File: src/rtl/eoi_thr_pkg.sv
// Shared types for the EOI storm throttle.
// Assumes: one scan action per pin per cycle.
package eoi_thr_pkg;
    typedef enum logic [1:0] {
        EA_NONE      = 2'd0,  // pin not acted on
        EA_CLEAR     = 2'd1,  // flag dropped, count reset
        EA_REDELIVER = 2'd2,  // flag dropped, immediate redelivery
        EA_DEFER     = 2'd3   // flag dropped, storm threshold reached
    } eoi_act_e;
endpackage

File: src/rtl/eoi_pin_slice.sv
// One input pin: routing entry fields, in-service flag and storm count.
// Decides in one cycle what an EOI does to this pin.
// Assumes: eoi_valid is a one-cycle strobe; LIMIT >= 1.
module eoi_pin_slice
    import eoi_thr_pkg::*;
#(
    parameter int VEC_W = 8,
    parameter int LIMIT = 10000,
    localparam int CNT_W = $clog2(LIMIT + 1)
) (
    input  logic             clk,
    input  logic             rst_n,
    input  logic             ent_wr,
    input  logic [VEC_W-1:0] ent_vec,
    input  logic             ent_level,
    input  logic             msk_wr,
    input  logic             msk_val,
    input  logic             rirr_set,
    input  logic             req_pend,
    input  logic             eoi_valid,
    input  logic [VEC_W-1:0] eoi_vec,
    output logic             rirr_o,
    output logic             imm_o,
    output logic             storm_o
);
    logic [VEC_W-1:0] vec_q;
    logic             level_q;
    logic             mask_q;
    logic             rirr_q;
    logic [CNT_W-1:0] cnt_q;
    logic [CNT_W-1:0] cnt_nxt;
    logic             hit;
    eoi_act_e         act;

    // Classify the effect of the current EOI on this pin.
    always_comb begin
        hit     = eoi_valid && (vec_q == eoi_vec) && level_q && rirr_q;
        cnt_nxt = cnt_q + 1'b1;
        act     = EA_NONE;
        if (hit) begin
            if (!mask_q && req_pend)
                act = (cnt_nxt >= CNT_W'(LIMIT)) ? EA_DEFER : EA_REDELIVER;
            else
                act = EA_CLEAR;
        end
    end

    // Entry fields, in-service flag and successive-EOI count.
    always_ff @(posedge clk) begin
        if (!rst_n) begin
            vec_q   <= '0;
            level_q <= 1'b0;
            mask_q  <= 1'b1;
            rirr_q  <= 1'b0;
            cnt_q   <= '0;
        end else begin
            if (ent_wr) begin
                vec_q   <= ent_vec;
                level_q <= ent_level;
            end
            if (msk_wr)
                mask_q <= msk_val;
            rirr_q <= rirr_set | (rirr_q & ~hit);
            case (act)
                EA_REDELIVER: cnt_q <= cnt_nxt;
                EA_CLEAR,
                EA_DEFER:     cnt_q <= '0;
                default:      cnt_q <= cnt_q;
            endcase
        end
    end

    assign rirr_o  = rirr_q;
    assign imm_o   = (act == EA_REDELIVER);
    assign storm_o = (act == EA_DEFER);

    // a pin that does not match keeps its in-service flag
    assert_skip_keeps_flag_R1: assert property (@(posedge clk) disable iff (!rst_n)
        eoi_valid && ((eoi_vec != vec_q) || !level_q) && !rirr_set
        |=> rirr_q == $past(rirr_q));

    // a matching flagged level pin is cleared
    assert_clear_on_match_R3: assert property (@(posedge clk) disable iff (!rst_n)
        eoi_valid && (eoi_vec == vec_q) && level_q && rirr_q && !rirr_set
        |=> !rirr_q);

    // the count is always reset before it reaches the threshold
    assert_cnt_below_limit_R5: assert property (@(posedge clk) disable iff (!rst_n)
        cnt_q < CNT_W'(LIMIT));

    // a masked pin never asks for delivery
    assert_masked_silent_R4: assert property (@(posedge clk) disable iff (!rst_n)
        mask_q |-> !imm_o && !storm_o);
endmodule

File: src/rtl/eoi_defer_timer.sv
// One-shot delay timer. Arming while idle starts a countdown of DELAY
// cycles. Arming while pending is ignored, so the earlier expiry is kept.
// An arm in the firing cycle is absorbed by that firing.
// Assumes: DELAY >= 1.
module eoi_defer_timer #(
    parameter int DELAY = 1000000,
    localparam int TW = $clog2(DELAY + 1)
) (
    input  logic clk,
    input  logic rst_n,
    input  logic arm,
    output logic pending_o,
    output logic fire_o
);
    logic [TW-1:0] cnt_q;

    // Countdown and single-cycle expiry pulse.
    always_ff @(posedge clk) begin
        if (!rst_n) begin
            pending_o <= 1'b0;
            cnt_q     <= '0;
            fire_o    <= 1'b0;
        end else begin
            fire_o <= 1'b0;
            if (pending_o) begin
                if (cnt_q == '0) begin
                    pending_o <= 1'b0;
                    fire_o    <= 1'b1;
                end else begin
                    cnt_q <= cnt_q - 1'b1;
                end
            end else if (arm) begin
                pending_o <= 1'b1;
                cnt_q     <= TW'(DELAY - 1);
            end
        end
    end

    // a running countdown is never reloaded by a new arm
    assert_keep_earlier_R7: assert property (@(posedge clk) disable iff (!rst_n)
        pending_o && (cnt_q != '0) |=> pending_o && (cnt_q == $past(cnt_q) - 1'b1));

    // arming an idle timer makes it pending
    assert_arm_starts_R6: assert property (@(posedge clk) disable iff (!rst_n)
        !pending_o && arm |=> pending_o);

    // the expiry pulse lasts one cycle
    assert_fire_single_R6: assert property (@(posedge clk) disable iff (!rst_n)
        fire_o |=> !fire_o);
endmodule

File: src/rtl/eoi_throttle_ctrl.sv
// EOI storm throttle: scans all pins on an EOI in one cycle, redelivers
// still-pending level interrupts at once, and defers redelivery through a
// one-shot timer once a pin's successive-EOI count hits STORM_LIMIT.
// Assumes: eoi_valid strobes are single-cycle; outputs are registered.
module eoi_throttle_ctrl
    import eoi_thr_pkg::*;
#(
    parameter int NUM_PINS     = 24,
    parameter int VEC_W        = 8,
    parameter int STORM_LIMIT  = 10000,
    parameter int DELAY_CYCLES = 1000000,
    localparam int PIN_W = $clog2(NUM_PINS)
) (
    input  logic                clk,
    input  logic                rst_n,
    input  logic                ent_wr,
    input  logic [PIN_W-1:0]    ent_pin,
    input  logic [VEC_W-1:0]    ent_vec,
    input  logic                ent_level,
    input  logic                msk_wr,
    input  logic [PIN_W-1:0]    msk_pin,
    input  logic                msk_val,
    input  logic [NUM_PINS-1:0] rirr_set,
    input  logic [NUM_PINS-1:0] req_pend,
    input  logic                eoi_valid,
    input  logic [VEC_W-1:0]    eoi_vec,
    output logic                service_req,
    output logic                storm_event,
    output logic                timer_pending,
    output logic [NUM_PINS-1:0] rirr_out
);
    logic [NUM_PINS-1:0] imm_vec;
    logic [NUM_PINS-1:0] storm_vec;
    logic                imm_q;
    logic                fire;

    for (genvar i = 0; i < NUM_PINS; i++) begin : g_pin
        eoi_pin_slice #(
            .VEC_W (VEC_W),
            .LIMIT (STORM_LIMIT)
        ) u_slice (
            .clk       (clk),
            .rst_n     (rst_n),
            .ent_wr    (ent_wr && (ent_pin == PIN_W'(i))),
            .ent_vec   (ent_vec),
            .ent_level (ent_level),
            .msk_wr    (msk_wr && (msk_pin == PIN_W'(i))),
            .msk_val   (msk_val),
            .rirr_set  (rirr_set[i]),
            .req_pend  (req_pend[i]),
            .eoi_valid (eoi_valid),
            .eoi_vec   (eoi_vec),
            .rirr_o    (rirr_out[i]),
            .imm_o     (imm_vec[i]),
            .storm_o   (storm_vec[i])
        );
    end

    eoi_defer_timer #(
        .DELAY (DELAY_CYCLES)
    ) u_timer (
        .clk       (clk),
        .rst_n     (rst_n),
        .arm       (|storm_vec),
        .pending_o (timer_pending),
        .fire_o    (fire)
    );

    // Register the combined immediate and storm outcomes of the scan.
    always_ff @(posedge clk) begin
        if (!rst_n) begin
            imm_q       <= 1'b0;
            storm_event <= 1'b0;
        end else begin
            imm_q       <= |imm_vec;
            storm_event <= |storm_vec;
        end
    end

    assign service_req = imm_q | fire;

    // each storm leaves the timer armed, or meets its firing
    assert_storm_arms_R5: assert property (@(posedge clk) disable iff (!rst_n)
        storm_event |-> timer_pending || service_req);

    // nothing is raised in the first cycle after reset
    assert_quiet_after_reset_R9: assert property (@(posedge clk)
        !rst_n |=> !service_req && !storm_event && !timer_pending);
endmodule

File: config.mk
export PLATFORM = sky130hd
export DESIGN_NAME = eoi_throttle_ctrl
export DESIGN_NICKNAME = d
export VERILOG_FILES = /design/src/rtl/eoi_thr_pkg.sv /design/src/rtl/eoi_pin_slice.sv /design/src/rtl/eoi_defer_timer.sv /design/src/rtl/eoi_throttle_ctrl.sv
export SDC_FILE = /design/constraint.sdc
export NUM_CORES = 2
export LEC_CHECK = 0
export BUFFER_PORTS_ARGS = -buffer_cell sky130_fd_sc_hd__buf_2
export CAP_MARGIN = 20
export CORE_ASPECT_RATIO = 1.75
export CORE_MARGIN = 2
export CORE_UTILIZATION = 45
export DETAILED_ROUTE_END_ITERATION = 7
export MAX_ROUTING_LAYER = met4
export PLACE_DENSITY = 0.62
export REMOVE_ABC_BUFFERS = 1
export SLEW_MARGIN = 20
export SYNTH_ARGS = -nofsm -noshare
export SYNTH_HDL_FRONTEND = slang
export SYNTH_SLANG_ARGS = --single-unit
File: constraint.sdc
create_clock -name clk -period 4.6 [get_ports clk]
set_input_delay 0.23 -clock clk [delete_from_list [all_inputs] [get_ports clk]]
set_output_delay 0.23 -clock clk [all_outputs]
set_load 0.1 [all_outputs]
==> metrics <==
outcome=completed; Leak=13.98 nW; I/O Buffers=107; CTS tree=done; dominant cells by area after synthesis=dfxtp_1 (36%), nor2_1 (6.6%), mux2i_1 (6.3%); type of element launching the critical path=flop; top cell type's share of synthesized area=36.08%; share of post-route cells with drive strength above 1=8.363%; Final nets=4479; Root Driver=clkbuf_16; via count=32190; critical path class=flop to flop; EDFF count, synth=0; Final ANT Viol Nets=0; vias in the first global route=30270; DRT iter0 DRCs=2027; Hold WC Path Type=input pin to flop; Total Wirelength=101.8 mm; initial antenna violation count=9; Via density=5.907; worst-skew pair later-pin latency=0.68 ns; largest net degree at the start of global routing=157; most frequent cells in the layout=dfxtp_1 (624), nor2_1 (609), a21oi_1 (377); placed cell area=35740 um^2; utilization after layout=49.97%; Peak supply drop=0.3641 mV; Final Cycle Share=88.75%; final RePlAce weighted congestion=0.9031; Post-CTS Setup Bufs=0; clock sink count=624; Mapped Area=34620 um^2; Yosys warning count=0; Max Buffers Root-to-Sink=3; CTS Buf Count=61; fmax=244.9 MHz; worst reg-to-reg setup slack=0.52 ns; unrepaired setup endpoints after global routing=no; # H-tree levels=2; slowest stage delay, CP=0.90 ns; cts hold-fix bufs=32; Critical Path End Type=flop; critical-path cell list=ha_1 -> a21oi_1 -> o311a_1 -> a311o_1 -> o311a_1 -> o311ai_0 -> o2111ai_1 -> a2111oi_4 -> nand4_4 -> a221oi_1; # DRC=0; WP data required=5.18 ns; Mapped Cells=4384; post-route cell area=38120 um^2; Crit-path slowest cell=o311ai_0; IO Pins=108; syn_area_per_cell=7.898 um^2; Placed Cells incl. Taps=5298; Final Max Tran Viols=0; Critical Path AT=4.67 ns; Initial Utilization=45.39%; Hold Fails Final Rpt=0; Syn-to-layout area delta=10.11%; number of max-cap violations=0; Fillers=7538; drt wl/cell=18.68 um; GRT Util Overall=26.12%; area of the core=76290 um^2; CTS clock-pin slew for the worst setup and hold paths=0.06 ns; commonest non-fill, non-tap cell in the layout=dfxtp_1; Final Instance Count excl. Fillers=5450; top_reg_cell synth=dfxtp_1; skew final=0.03468 ns; crit-path most repeated cell=o311a_1; num rows=134; first-pass GRT wire length=161.6 mm; Final setup viols=0; Worst Path Max Fanout=16; Period minus WS final=4.083 ns; Die Height=370.9 um; post-synth top area cell=dfxtp_1; register area share after synthesis=36.08%; Final HPWL DP=70.62 mm; total grt overflow=0; Distinct cells, synth=96; share of flip-flops with an asynchronous set or reset=0%; 1st-pass router iterations=8; Setup TNS=0 ns; Synth Register Bits=624; Worst Max-Slew Pin Slew=1.093 ns; Pwr Density=296.1 nW/um^2; die area=79260 um^2; max_slew headroom=27.01%; PostCTS Resize Cnt=0; die span in x=213.7 um
[final cells by class]
cell class / count / area, um^2 / area share (%)
inverters: 67 / 259.0 / 0.6794
multi-input cells: 3407 / 20600 / 54.04
well taps: 1020 / 1276 / 3.348
flip-flops and latches: 624 / 12490 / 32.77
clock buffers: 85 / 1799 / 4.720
diodes: 6 / 15.01 / 0.03938
repair buffers: 212 / 1444 / 3.787
clock inverters: 29 / 236.5 / 0.6203
[critical path: cells and delay by family, from the launching register on]
kind / cells / cell delay [ns]
simple gates: 1 / 0.34
fa+ha+maj: 1 / 0.37
flops: 1 / 0.40
compound gates: 8 / 2.88
[registers in the layout, summed over array words and instances (netlist names)]
signal	count
g_pin.u_slice.cnt_q	336
g_pin.u_slice.vec_q	192
g_pin.u_slice.level_q	24
g_pin.u_slice.mask_q	24
g_pin.u_slice.rirr_o	24
u_timer.cnt_q	20
imm_q	1
storm_event	1
u_timer.fire_o	1
u_timer.pending_o	1
[path summary, 6_finish.rpt]
check,from,end,cells after the start
worst max-delay path,g_pin[19].u_slice.cnt_q[0]$_SDFFE_PN0P_,u_timer.cnt_q[7]$_SDFFE_PN0P_,10
worst min register to register,g_pin[0].u_slice.level_q$_SDFFE_PN0P_,g_pin[0].u_slice.level_q$_SDFFE_PN0P_,2
worst min-delay path,req_pend[1],g_pin[1].u_slice.cnt_q[2]$_SDFFE_PN0P_,5
worst max register to register,g_pin[19].u_slice.cnt_q[0]$_SDFFE_PN0P_,u_timer.cnt_q[7]$_SDFFE_PN0P_,10
[through the flow]
| stage | setup WS [ns] | power, mW | hold slack (ns) |
|---|---|---|---|
| 2_1_floorplan | -6.478 | 5.910 | 0.2919 |
| 3_3_place_gp | 0.6431 | 6.198 | 0.4344 |
| 3_5_place_dp | 0.5083 | 6.201 | 0.4412 |
| 4_1_cts | 0.5012 | 11.40 | 0.07517 |
| 5_1_grt | 0.3223 | 11.64 | 0.1123 |
| 6_report | 0.5174 | 11.29 | 0.09021 |
[routing by layer]
metal	track usage (%)	share of wire, %	up-vias	routed length [um]
li1	-	-	15800	-
met5	-	0	-	0
met4	11.51	4.7	0	4751
met1	29.80	41	15530	41880
met2	45.78	50	659	51040
met3	2.845	4.1	214	4134
[synthesized netlist by cell type (14+ instances only)]
cell      number
dfxtp_1      624
nor2_1       611
a21oi_1      377
nand2_1      273
o21ai_0      251
mux2i_1      219
clkbuf_1     214
nand3_1      188
xor2_1       147
nor3_1       141
or3_1        107
nand4_1      105
xnor2_1       95
and3_1        80
nor4_1        72
inv_1         66
nor2b_1       58
a31oi_1       55
or4_1         40
nand3b_1      38
nand4b_1      38
nand2b_1      36
o21a_1        35
buf_4         30
o211ai_1      30
and2_1        28
ha_1          25
and4_1        24
buf_2         24
a21o_1        21
or2_2         20
a22oi_1       19
nor3b_1       17
or3b_2        16
a211oi_1      15
o21bai_1      15
a32oi_1       14
[where the power goes]
group	leakage, nW	internal [mW]	switching, mW	total, mW
clock network	1.01	2.89	2.30	5.19
logic	7.93	0.168	0.468	0.636
registers	5.03	5.43	0.0344	5.47
[cell families (layout without fill, tap and decap cells)]
logic type / count (synthesis) / in the layout / synth area share (%)
other: 0 / 6 / 0
XOR/XNOR: 242 / 242 / 6.122
flip-flops: 624 / 624 / 36.08
multiplexers: 223 / 223 / 6.461
buffers and inverters: 353 / 393 / 4.459
adder cells (fa/ha/maj): 25 / 25 / 0.9034
AO/OA/AOI/OAI: 983 / 983 / 17.26
AND/OR/NAND/NOR: 1934 / 1934 / 28.72
No activity file was read; power rests on OpenSTA's default activity.
